<file path="src/rtl/mcyc_ctrl_pkg.sv">
`timescale 1ns/1ps
package mcyc_ctrl_pkg;

  localparam int OPC_W       = 6;
  localparam int N_OPC_KNOWN = 5;
  localparam int ST_W        = 4;
  localparam int CLS_W       = 3;
  localparam int SEL_W       = 2;

  localparam logic [OPC_W-1:0] OPC_ALU   = 6'h00;
  localparam logic [OPC_W-1:0] OPC_LOAD  = 6'h23;
  localparam logic [OPC_W-1:0] OPC_STORE = 6'h2B;
  localparam logic [OPC_W-1:0] OPC_BEQ   = 6'h04;
  localparam logic [OPC_W-1:0] OPC_JMP   = 6'h02;

  // index order matches op_class_e order
  localparam logic [OPC_W-1:0] KNOWN_OPC [N_OPC_KNOWN] =
    '{OPC_ALU, OPC_LOAD, OPC_STORE, OPC_BEQ, OPC_JMP};

  typedef enum logic [CLS_W-1:0] {
    CLS_ALU, CLS_LOAD, CLS_STORE, CLS_BEQ, CLS_JMP, CLS_BAD
  } op_class_e;

  typedef enum logic [ST_W-1:0] {
    ST_FETCH, ST_DECODE, ST_ADDR, ST_LOAD_RD, ST_LOAD_WB, ST_STORE,
    ST_EXEC, ST_ALU_WB, ST_BRANCH, ST_JUMP, ST_TRAP_OPC, ST_TRAP_OVF
  } state_e;

  localparam logic [SEL_W-1:0] BSEL_REG   = 2'b00;
  localparam logic [SEL_W-1:0] BSEL_FOUR  = 2'b01;
  localparam logic [SEL_W-1:0] BSEL_IMM   = 2'b10;
  localparam logic [SEL_W-1:0] BSEL_IMMSH = 2'b11;

  localparam logic [SEL_W-1:0] AOP_ADD   = 2'b00;
  localparam logic [SEL_W-1:0] AOP_SUB   = 2'b01;
  localparam logic [SEL_W-1:0] AOP_FUNCT = 2'b10;

  localparam logic [SEL_W-1:0] PCS_ALU    = 2'b00;
  localparam logic [SEL_W-1:0] PCS_ALUREG = 2'b01;
  localparam logic [SEL_W-1:0] PCS_JUMP   = 2'b10;
  localparam logic [SEL_W-1:0] PCS_VECTOR = 2'b11;

  localparam logic CAUSE_SEL_OPC = 1'b0;
  localparam logic CAUSE_SEL_OVF = 1'b1;

  typedef struct packed {
    logic             mem_addr_sel;
    logic             mem_rd_en;
    logic             mem_wr_en;
    logic             ir_ld;
    logic             pc_ld;
    logic             pc_ld_eq;
    logic             rf_dst_sel;
    logic             rf_src_sel;
    logic             rf_wr_en;
    logic             alu_a_sel;
    logic [SEL_W-1:0] alu_b_sel;
    logic [SEL_W-1:0] alu_op;
    logic [SEL_W-1:0] pc_src_sel;
    logic             cause_sel;
    logic             cause_wr;
    logic             epc_wr;
  } ctrl_t;

endpackage

</file>
<file path="src/rtl/mcyc_ctrl_opdec.sv">
`timescale 1ns/1ps
module mcyc_ctrl_opdec
  import mcyc_ctrl_pkg::*;
(
  input  logic [OPC_W-1:0] opcode,
  output op_class_e        op_class
);

  logic [N_OPC_KNOWN-1:0] hit;

  // one comparator per supported opcode
  for (genvar g = 0; g < N_OPC_KNOWN; g++) begin : g_match
    assign hit[g] = (opcode == KNOWN_OPC[g]);
  end

  always_comb begin
    op_class = CLS_BAD;
    for (int i = N_OPC_KNOWN - 1; i >= 0; i--) begin
      if (hit[i]) op_class = op_class_e'(CLS_W'(i));
    end
  end

endmodule

</file>
<file path="src/rtl/mcyc_ctrl_seq.sv">
`timescale 1ns/1ps
module mcyc_ctrl_seq
  import mcyc_ctrl_pkg::*;
(
  input  state_e    cur,
  input  op_class_e cls,
  input  logic      ovf,
  output state_e    nxt
);

  always_comb begin
    nxt = ST_FETCH;
    unique case (cur)
      ST_FETCH:  nxt = ST_DECODE;
      ST_DECODE: begin
        unique case (cls)
          CLS_ALU:   nxt = ST_EXEC;
          CLS_LOAD:  nxt = ST_ADDR;
          CLS_STORE: nxt = ST_ADDR;
          CLS_BEQ:   nxt = ST_BRANCH;
          CLS_JMP:   nxt = ST_JUMP;
          default:   nxt = ST_TRAP_OPC;
        endcase
      end
      ST_ADDR:    nxt = (cls == CLS_LOAD) ? ST_LOAD_RD : ST_STORE;
      ST_LOAD_RD: nxt = ST_LOAD_WB;
      ST_EXEC:    nxt = ovf ? ST_TRAP_OVF : ST_ALU_WB;
      default:    nxt = ST_FETCH;
    endcase
  end

endmodule

</file>
<file path="src/rtl/mcyc_ctrl_drive.sv">
`timescale 1ns/1ps
module mcyc_ctrl_drive
  import mcyc_ctrl_pkg::*;
(
  input  state_e cur,
  output ctrl_t  ctl
);

  always_comb begin
    ctl = '0;
    unique case (cur)
      ST_FETCH: begin
        ctl.mem_rd_en  = 1'b1;
        ctl.ir_ld      = 1'b1;
        ctl.pc_ld      = 1'b1;
        ctl.alu_b_sel  = BSEL_FOUR;
        ctl.alu_op     = AOP_ADD;
        ctl.pc_src_sel = PCS_ALU;
      end
      ST_DECODE: begin
        ctl.alu_b_sel = BSEL_IMMSH;
        ctl.alu_op    = AOP_ADD;
      end
      ST_ADDR: begin
        ctl.alu_a_sel = 1'b1;
        ctl.alu_b_sel = BSEL_IMM;
        ctl.alu_op    = AOP_ADD;
      end
      ST_LOAD_RD: begin
        ctl.mem_addr_sel = 1'b1;
        ctl.mem_rd_en    = 1'b1;
      end
      ST_LOAD_WB: begin
        ctl.rf_src_sel = 1'b1;
        ctl.rf_wr_en   = 1'b1;
      end
      ST_STORE: begin
        ctl.mem_addr_sel = 1'b1;
        ctl.mem_wr_en    = 1'b1;
      end
      ST_EXEC: begin
        ctl.alu_a_sel = 1'b1;
        ctl.alu_b_sel = BSEL_REG;
        ctl.alu_op    = AOP_FUNCT;
      end
      ST_ALU_WB: begin
        ctl.rf_dst_sel = 1'b1;
        ctl.rf_wr_en   = 1'b1;
      end
      ST_BRANCH: begin
        ctl.alu_a_sel  = 1'b1;
        ctl.alu_b_sel  = BSEL_REG;
        ctl.alu_op     = AOP_SUB;
        ctl.pc_src_sel = PCS_ALUREG;
        ctl.pc_ld_eq   = 1'b1;
      end
      ST_JUMP: begin
        ctl.pc_ld      = 1'b1;
        ctl.pc_src_sel = PCS_JUMP;
      end
      ST_TRAP_OPC, ST_TRAP_OVF: begin
        ctl.epc_wr     = 1'b1;
        ctl.alu_b_sel  = BSEL_FOUR;
        ctl.alu_op     = AOP_SUB;
        ctl.cause_wr   = 1'b1;
        ctl.cause_sel  = (cur == ST_TRAP_OVF) ? CAUSE_SEL_OVF : CAUSE_SEL_OPC;
        ctl.pc_ld      = 1'b1;
        ctl.pc_src_sel = PCS_VECTOR;
      end
      default: ctl = '0;
    endcase
  end

endmodule

</file>
<file path="src/rtl/mcyc_ctrl.sv">
`timescale 1ns/1ps
module mcyc_ctrl
  import mcyc_ctrl_pkg::*;
(
  input  logic             clk,
  input  logic             rst_n,
  input  logic [OPC_W-1:0] opcode,
  input  logic             alu_ovf,
  output logic             mem_addr_sel,
  output logic             mem_rd_en,
  output logic             mem_wr_en,
  output logic             ir_ld,
  output logic             pc_ld,
  output logic             pc_ld_eq,
  output logic             rf_dst_sel,
  output logic             rf_src_sel,
  output logic             rf_wr_en,
  output logic             alu_a_sel,
  output logic [SEL_W-1:0] alu_b_sel,
  output logic [SEL_W-1:0] alu_op,
  output logic [SEL_W-1:0] pc_src_sel,
  output logic             cause_sel,
  output logic             cause_wr,
  output logic             epc_wr
);

  state_e    state_q;
  state_e    state_d;
  op_class_e op_cls;
  ctrl_t     ctl;

  mcyc_ctrl_opdec u_opdec (
    .opcode   (opcode),
    .op_class (op_cls)
  );

  mcyc_ctrl_seq u_seq (
    .cur (state_q),
    .cls (op_cls),
    .ovf (alu_ovf),
    .nxt (state_d)
  );

  mcyc_ctrl_drive u_drive (
    .cur (state_q),
    .ctl (ctl)
  );

  always_ff @(posedge clk or negedge rst_n) begin
    if (!rst_n) state_q <= ST_FETCH;
    else        state_q <= state_d;
  end

  assign mem_addr_sel = ctl.mem_addr_sel;
  assign mem_rd_en    = ctl.mem_rd_en;
  assign mem_wr_en    = ctl.mem_wr_en;
  assign ir_ld        = ctl.ir_ld;
  assign pc_ld        = ctl.pc_ld;
  assign pc_ld_eq     = ctl.pc_ld_eq;
  assign rf_dst_sel   = ctl.rf_dst_sel;
  assign rf_src_sel   = ctl.rf_src_sel;
  assign rf_wr_en     = ctl.rf_wr_en;
  assign alu_a_sel    = ctl.alu_a_sel;
  assign alu_b_sel    = ctl.alu_b_sel;
  assign alu_op       = ctl.alu_op;
  assign pc_src_sel   = ctl.pc_src_sel;
  assign cause_sel    = ctl.cause_sel;
  assign cause_wr     = ctl.cause_wr;
  assign epc_wr       = ctl.epc_wr;

endmodule

</file>
<file path="config.mk">
export PLATFORM = sky130hd
export DESIGN_NAME = mcyc_ctrl
export DESIGN_NICKNAME = d
export VERILOG_FILES = /design/src/rtl/mcyc_ctrl_pkg.sv /design/src/rtl/mcyc_ctrl_opdec.sv /design/src/rtl/mcyc_ctrl_seq.sv /design/src/rtl/mcyc_ctrl_drive.sv /design/src/rtl/mcyc_ctrl.sv
export SDC_FILE = /design/constraint.sdc
export NUM_CORES = 1
export LEC_CHECK = 0
export ABC_AREA = 1
export CAP_MARGIN = 20
export CORE_MARGIN = 1.5
export CORE_UTILIZATION = 39
export CTS_CLUSTER_SIZE = 8
export DETAILED_ROUTE_END_ITERATION = 10
export HOLD_SLACK_MARGIN = 0.15
export PLACE_DENSITY = 0.78
export SLEW_MARGIN = 20
export SYNTH_ARGS = -nofsm -noshare
export SYNTH_HDL_FRONTEND = slang
export SYNTH_HIERARCHICAL = 1
export SYNTH_SLANG_ARGS = --single-unit
</file>
<file path="constraint.sdc">
create_clock -name clk -period 1.45 [get_ports clk]
set_input_delay 0.435 -clock clk [delete_from_list [all_inputs] [get_ports clk]]
set_output_delay 0.435 -clock clk [all_outputs]
set_load 0.01 [all_outputs]
</file>
; ---- Word-level counts from Yosys, hierarchy flattened
; Cells that the tools add are included.
[op_classes]
reduce_logical = 10
eq_ne = 19
muxes = 23
[op_table]
columns = op, n
row1 = 4-bit case mux with 6 select lines, 1
row2 = 4-bit case mux with 5 select lines, 1
row3 = 3-bit two-way mux, 6
row4 = "4-bit by 3-bit equality test with 1-bit output, second input constant", 4
row5 = "4-bit equality test, second input constant", 4
row6 = 4-bit case mux with 4 select lines, 1
row7 = "6-bit equality test, second input constant", 2
row8 = 1-bit two-way mux, 12
row9 = 2-bit OR reduction, 5
row10 = "4-bit by 2-bit equality test with 1-bit output, second input constant", 2
row11 = "3-bit by 2-bit equality test with 1-bit output, second input constant", 2
row12 = "6-bit by 2-bit equality test with 1-bit output, second input constant", 1
row13 = "6-bit by 3-bit equality test with 1-bit output, second input constant", 1
row14 = 6-bit zero test, 1
row15 = 2-bit case mux with 3 select lines, 1
row16 = "4-bit by 1-bit equality test with 1-bit output, second input constant", 1
row17 = 4-bit zero test, 1
row18 = 4-bit two-way mux, 1
row19 = 4-bit OR reduction, 1
row20 = "3-bit by 1-bit equality test with 1-bit output, second input constant", 1
row21 = "3-bit equality test, second input constant", 1
row22 = 3-bit zero test, 1
row23 = 3-bit OR reduction, 1
[word_totals]
word_cells = 53
input_bits = 9
register_bits = 4
out_inout_bits = 19

; ---- Logic depth before layout (Yosys ltp)
[depth]
depth_word = 10
ltp_mapped = 10

; ---- By module
; Netlist, hierarchy kept.
[modules_own_cells]
columns = mod, cells_per_inst, area_each_um2, n_inst
row1 = mcyc_ctrl_drive, 47, 195.2, 1
row2 = mcyc_ctrl_seq, 37, 178.9, 1
row3 = mcyc_ctrl, 4, 100.1, 1
row4 = mcyc_ctrl_opdec, 24, 98.8, 1

; ---- Least setup slack after synthesis
; OpenSTA, ideal clock, no wires.
[synth_timing]
kind = reg2out
start = register state_q[2]
end = output port cause_wr
arrival_ns = 0.916
path_buffers = 1
required_ns = 1.015
path_stages_with_launch = 5
slack_ns = 0.099
cell_sequence = dfrtp_1 nor2_4 nand2_1 inv_1 buf_4
[synth_between]
elab_chain_len = 3
[synth_rtl]
columns = element, line_no
row1 = "start, declared", mcyc_ctrl.sv:27  ; state_e state_q;
row2 = "start signal, assigned", mcyc_ctrl.sv:51  ; else state_q <= state_d;
row3 = 4-bit equality test, mcyc_ctrl_drive.sv:11  ; unique case (cur)
row4 = 2-bit OR reduction *, mcyc_ctrl_drive.sv:11
row5 = 3-bit two-way mux *, mcyc_ctrl_drive.sv:11
row6 = "end, declared", mcyc_ctrl.sv:23  ; output logic cause_wr,
; Every way passes the cells marked *; elsewhere a longest branch is shown, timed or not.

; ---- Worst setup path after layout
[layout_timing]
start = register state_q[1]
end = output port alu_op[0]
[layout_between]
elab_chain_len = 3
[layout_rtl]
columns = element, line_no
row1 = 4-bit equality test, mcyc_ctrl_drive.sv:11
row2 = 2-bit OR reduction, mcyc_ctrl_drive.sv:11
row3 = 4-bit case mux with 6 select lines *, mcyc_ctrl_drive.sv:11
row4 = "end, declared", mcyc_ctrl.sv:20  ; output logic [SEL_W-1:0] alu_op,
; Marked as above.

==> reports/metrics.csv <==
metric,value,unit
path_buf_inv,3,
cts-hold-fix-buffers,0,
grt_pass1_wl,2980,um
ys_ff_latch,4,
vias_per_cell,5.33,
ir_drop,0.000968,V
clkSinkCount,4,
crit_chain,"buf_6, nor2_4, buf_4, nor2_2, buf_2",
synth_top_family_by_area,simple AND/OR/NAND/NOR gates,
fin_cells,172,
synth_edf_count,0,
place_ws,-0.435,ns
final_nets,168,
grt_use_total,26.5,%
cts_tree,yes,
hold_path_class,input port to asynchronous set/reset pin,
vias,916,
row_count,13,
synth.avg_cell_area,5.12,um^2
netlist_instances,112,
grt_pass1_vias,781,
antenna_found_initial,0,
fin_crit_sh,116,%
grt_overflow,0,
die_area,1710,um^2
yosysTopAreaCell,nand2_1,
cts_buffers,3,
io_buffers,27,
drv_cap,0,
drc,0,
routedWlPerCell,14.5,um
yosysWarnings,6,
root_buffer,clkbuf_4,
maxSlewHeadroom,81.4,%
largest_register_ffs,4,
clockBufferDepth,2,
p_leak,0.000626,uW
synth.mux.area_fraction,0,%
firstDrtPassIters,4,
path_clk_slew,0.04,ns
fin_ws,-0.226,ns
fin_util,81.1,%
synth_cell_type_count,17,
crit_required,1.02,ns
place_inst,159,
fmax,0.597,GHz
htree_levels,1,
routabilityCongestion,0.788,
synth_fa_ha_area_share,0,%
regMostFlops,state_q,
worstSetupEndpointType,output pin,
crit_type,flop to output pin,
drt-total-wl,2500,um
status,"complete, but fails checks",
grt_max_degree,6,
detailed_place_hpwl,1280,um
n_antenna_cell,0,
antenna_left,0,
async_flop_share,100,%
cp_max_fo,4,
finalHoldViolCount,0,
power,2010,uW
slowest_stage,dfrtp_2,
die_h,41.3,um
synth_area_leaders,"nand2_1, dfrtp_1, nor2_1",
top_regs,state_q (4),
ys_seq_area_share,17.5,%
start_util,43.0,%
clk_latency,0.23,ns
core-area,1330,um^2
die_w,41.3,um
skew,0.00278,ns
syn_area,573,um^2
area.growth.synth_to_final,88.6,%
drive_gt1_share,61.8,%
slew_violations,0,
cp_top_family,flip-flops,
cpPeakStageDelay,0.41,ns
period_minus_slack,1.68,ns
synth_nets,121,
start_kind,flop,
critical_path_arrival,1.24,ns
synth-main-ff-cell,dfrtp_1,
worst_slew_pin_slew,0.276,ns
synth_top_area_share,20.3,%
synth_xor_xnor_area_share,0,%
setup_viol,21,
io_pins,28,
synth_compound_area_share,5.46,%
power-per-cell-area,1860,nW/um^2
synth-simple-area-share,57.9,%
failed_checks,negative setup slack,
rsz0062_at_grt,true,
first_iter_violations,37,
[where the power goes]
| group | total (uW) | internal (uW) | switching (uW) |
|---|---|---|---|
| Combinational | 1660 | 701 | 960 |
| Sequential | 211 | 168 | 42.6 |
| Clock | 136 | 92.5 | 43.5 |
[layer usage]
layer / part of all wire (%) / vias to the layer above / wire length [um] / global-route usage [%]
met5: 0 / - / 0 / 0
met1: 37 / 416 / 918 / 24.6
met2: 50 / 57 / 1250 / 51.6
li1: - / 427 / - / -
met3: 8.0 / 16 / 200 / 5.85
met4: 5.1 / 0 / 127 / 16.1
[Yosys cell counts, types with 2 or more instances]
cell	count
nor2_4	2
nand4_1	2
nand2_1	31
dfrtp_1	4
o21ai_0	2
nor2_1	22
nand2_2	3
inv_2	6
nor2_2	3
inv_1	20
nand3_1	11
[layout make-up]
type	count	area, um^2
Tap cell	15	18.8
Fill cell	91	253
Multi-Input combinational cell	80	495
Sequential cell	4	105
Clock buffer	3	22.5
Timing Repair Buffer	43	332
Inverter	27	108
[layout by cell type, fill, tap and decap left out]
cell,Yosys,layout
o21bai_1,1,1
nand3_2,0,3
clkbuf_4,0,3
o21ai_1,0,1
o21ai_0,2,1
inv_6,0,1
clkinv_2,1,1
nand4_1,2,2
inv_1,20,12
clkbuf_2,0,1
buf_2,0,15
inv_2,6,13
o21ai_2,1,1
nor2_4,2,10
nand2_1,31,18
nor3_4,0,1
a21oi_2,0,1
dfrtp_2,0,4
nand2_2,3,16
nand3_1,11,8
buf_6,0,10
nor2_1,22,10
nor2_2,3,7
clkdlybuf4s50_1,0,2
buf_4,1,10
dlygate4sd2_1,0,5
[cell families after synthesis]
kind of cell,Yosys count
AOI/OAI and AO/OA,5
buffers and inverters,28
DFF,4
and+or+nand+nor,75
[path summary, 6_finish.rpt]
path	start	to	slack [ns]	cells after the start
min in group clk	state_q[2]	state_q[1]	0.79	4
max in group asynchronous	rst_n	state_q[0]	0.84	1
worst min-delay path	rst_n	state_q[3]	0.41	1
worst max-delay path	state_q[1]	alu_op[0]	-0.23	5
worst min register to register	state_q[2]	state_q[1]	0.79	4
worst max register to register	state_q[1]	state_q[0]	0.04	8
[metrics by stage]
stage | hold slack, ns | instance area (um^2) | TNS [ns]
3_5_place_dp | 0.652 | 900 | -7.30
3_3_place_gp | 0.649 | 900 | -6.71
2_1_floorplan | 0.139 | 573 | 0
5_1_grt | 0.412 | 1080 | -4.58
6_report | 0.413 | 1080 | -3.79
4_1_cts | 0.406 | 978 | -2.84
[worst register-to-register path, delay by kind of cell, from the launching register on]
family	cells	cell delay (ns)
buf+inv	4	0.49
flops	1	0.41
compound gates	1	0.14
simple gates	3	0.28
[repair_timing]
action	CTS	global route
resized for setup	114	34
pin swaps	24	21
endpoints found under the setup margin	23	23
hold endpoints to repair	0	0
buffers inserted	9	1
(Power assumes the default switching activity.)
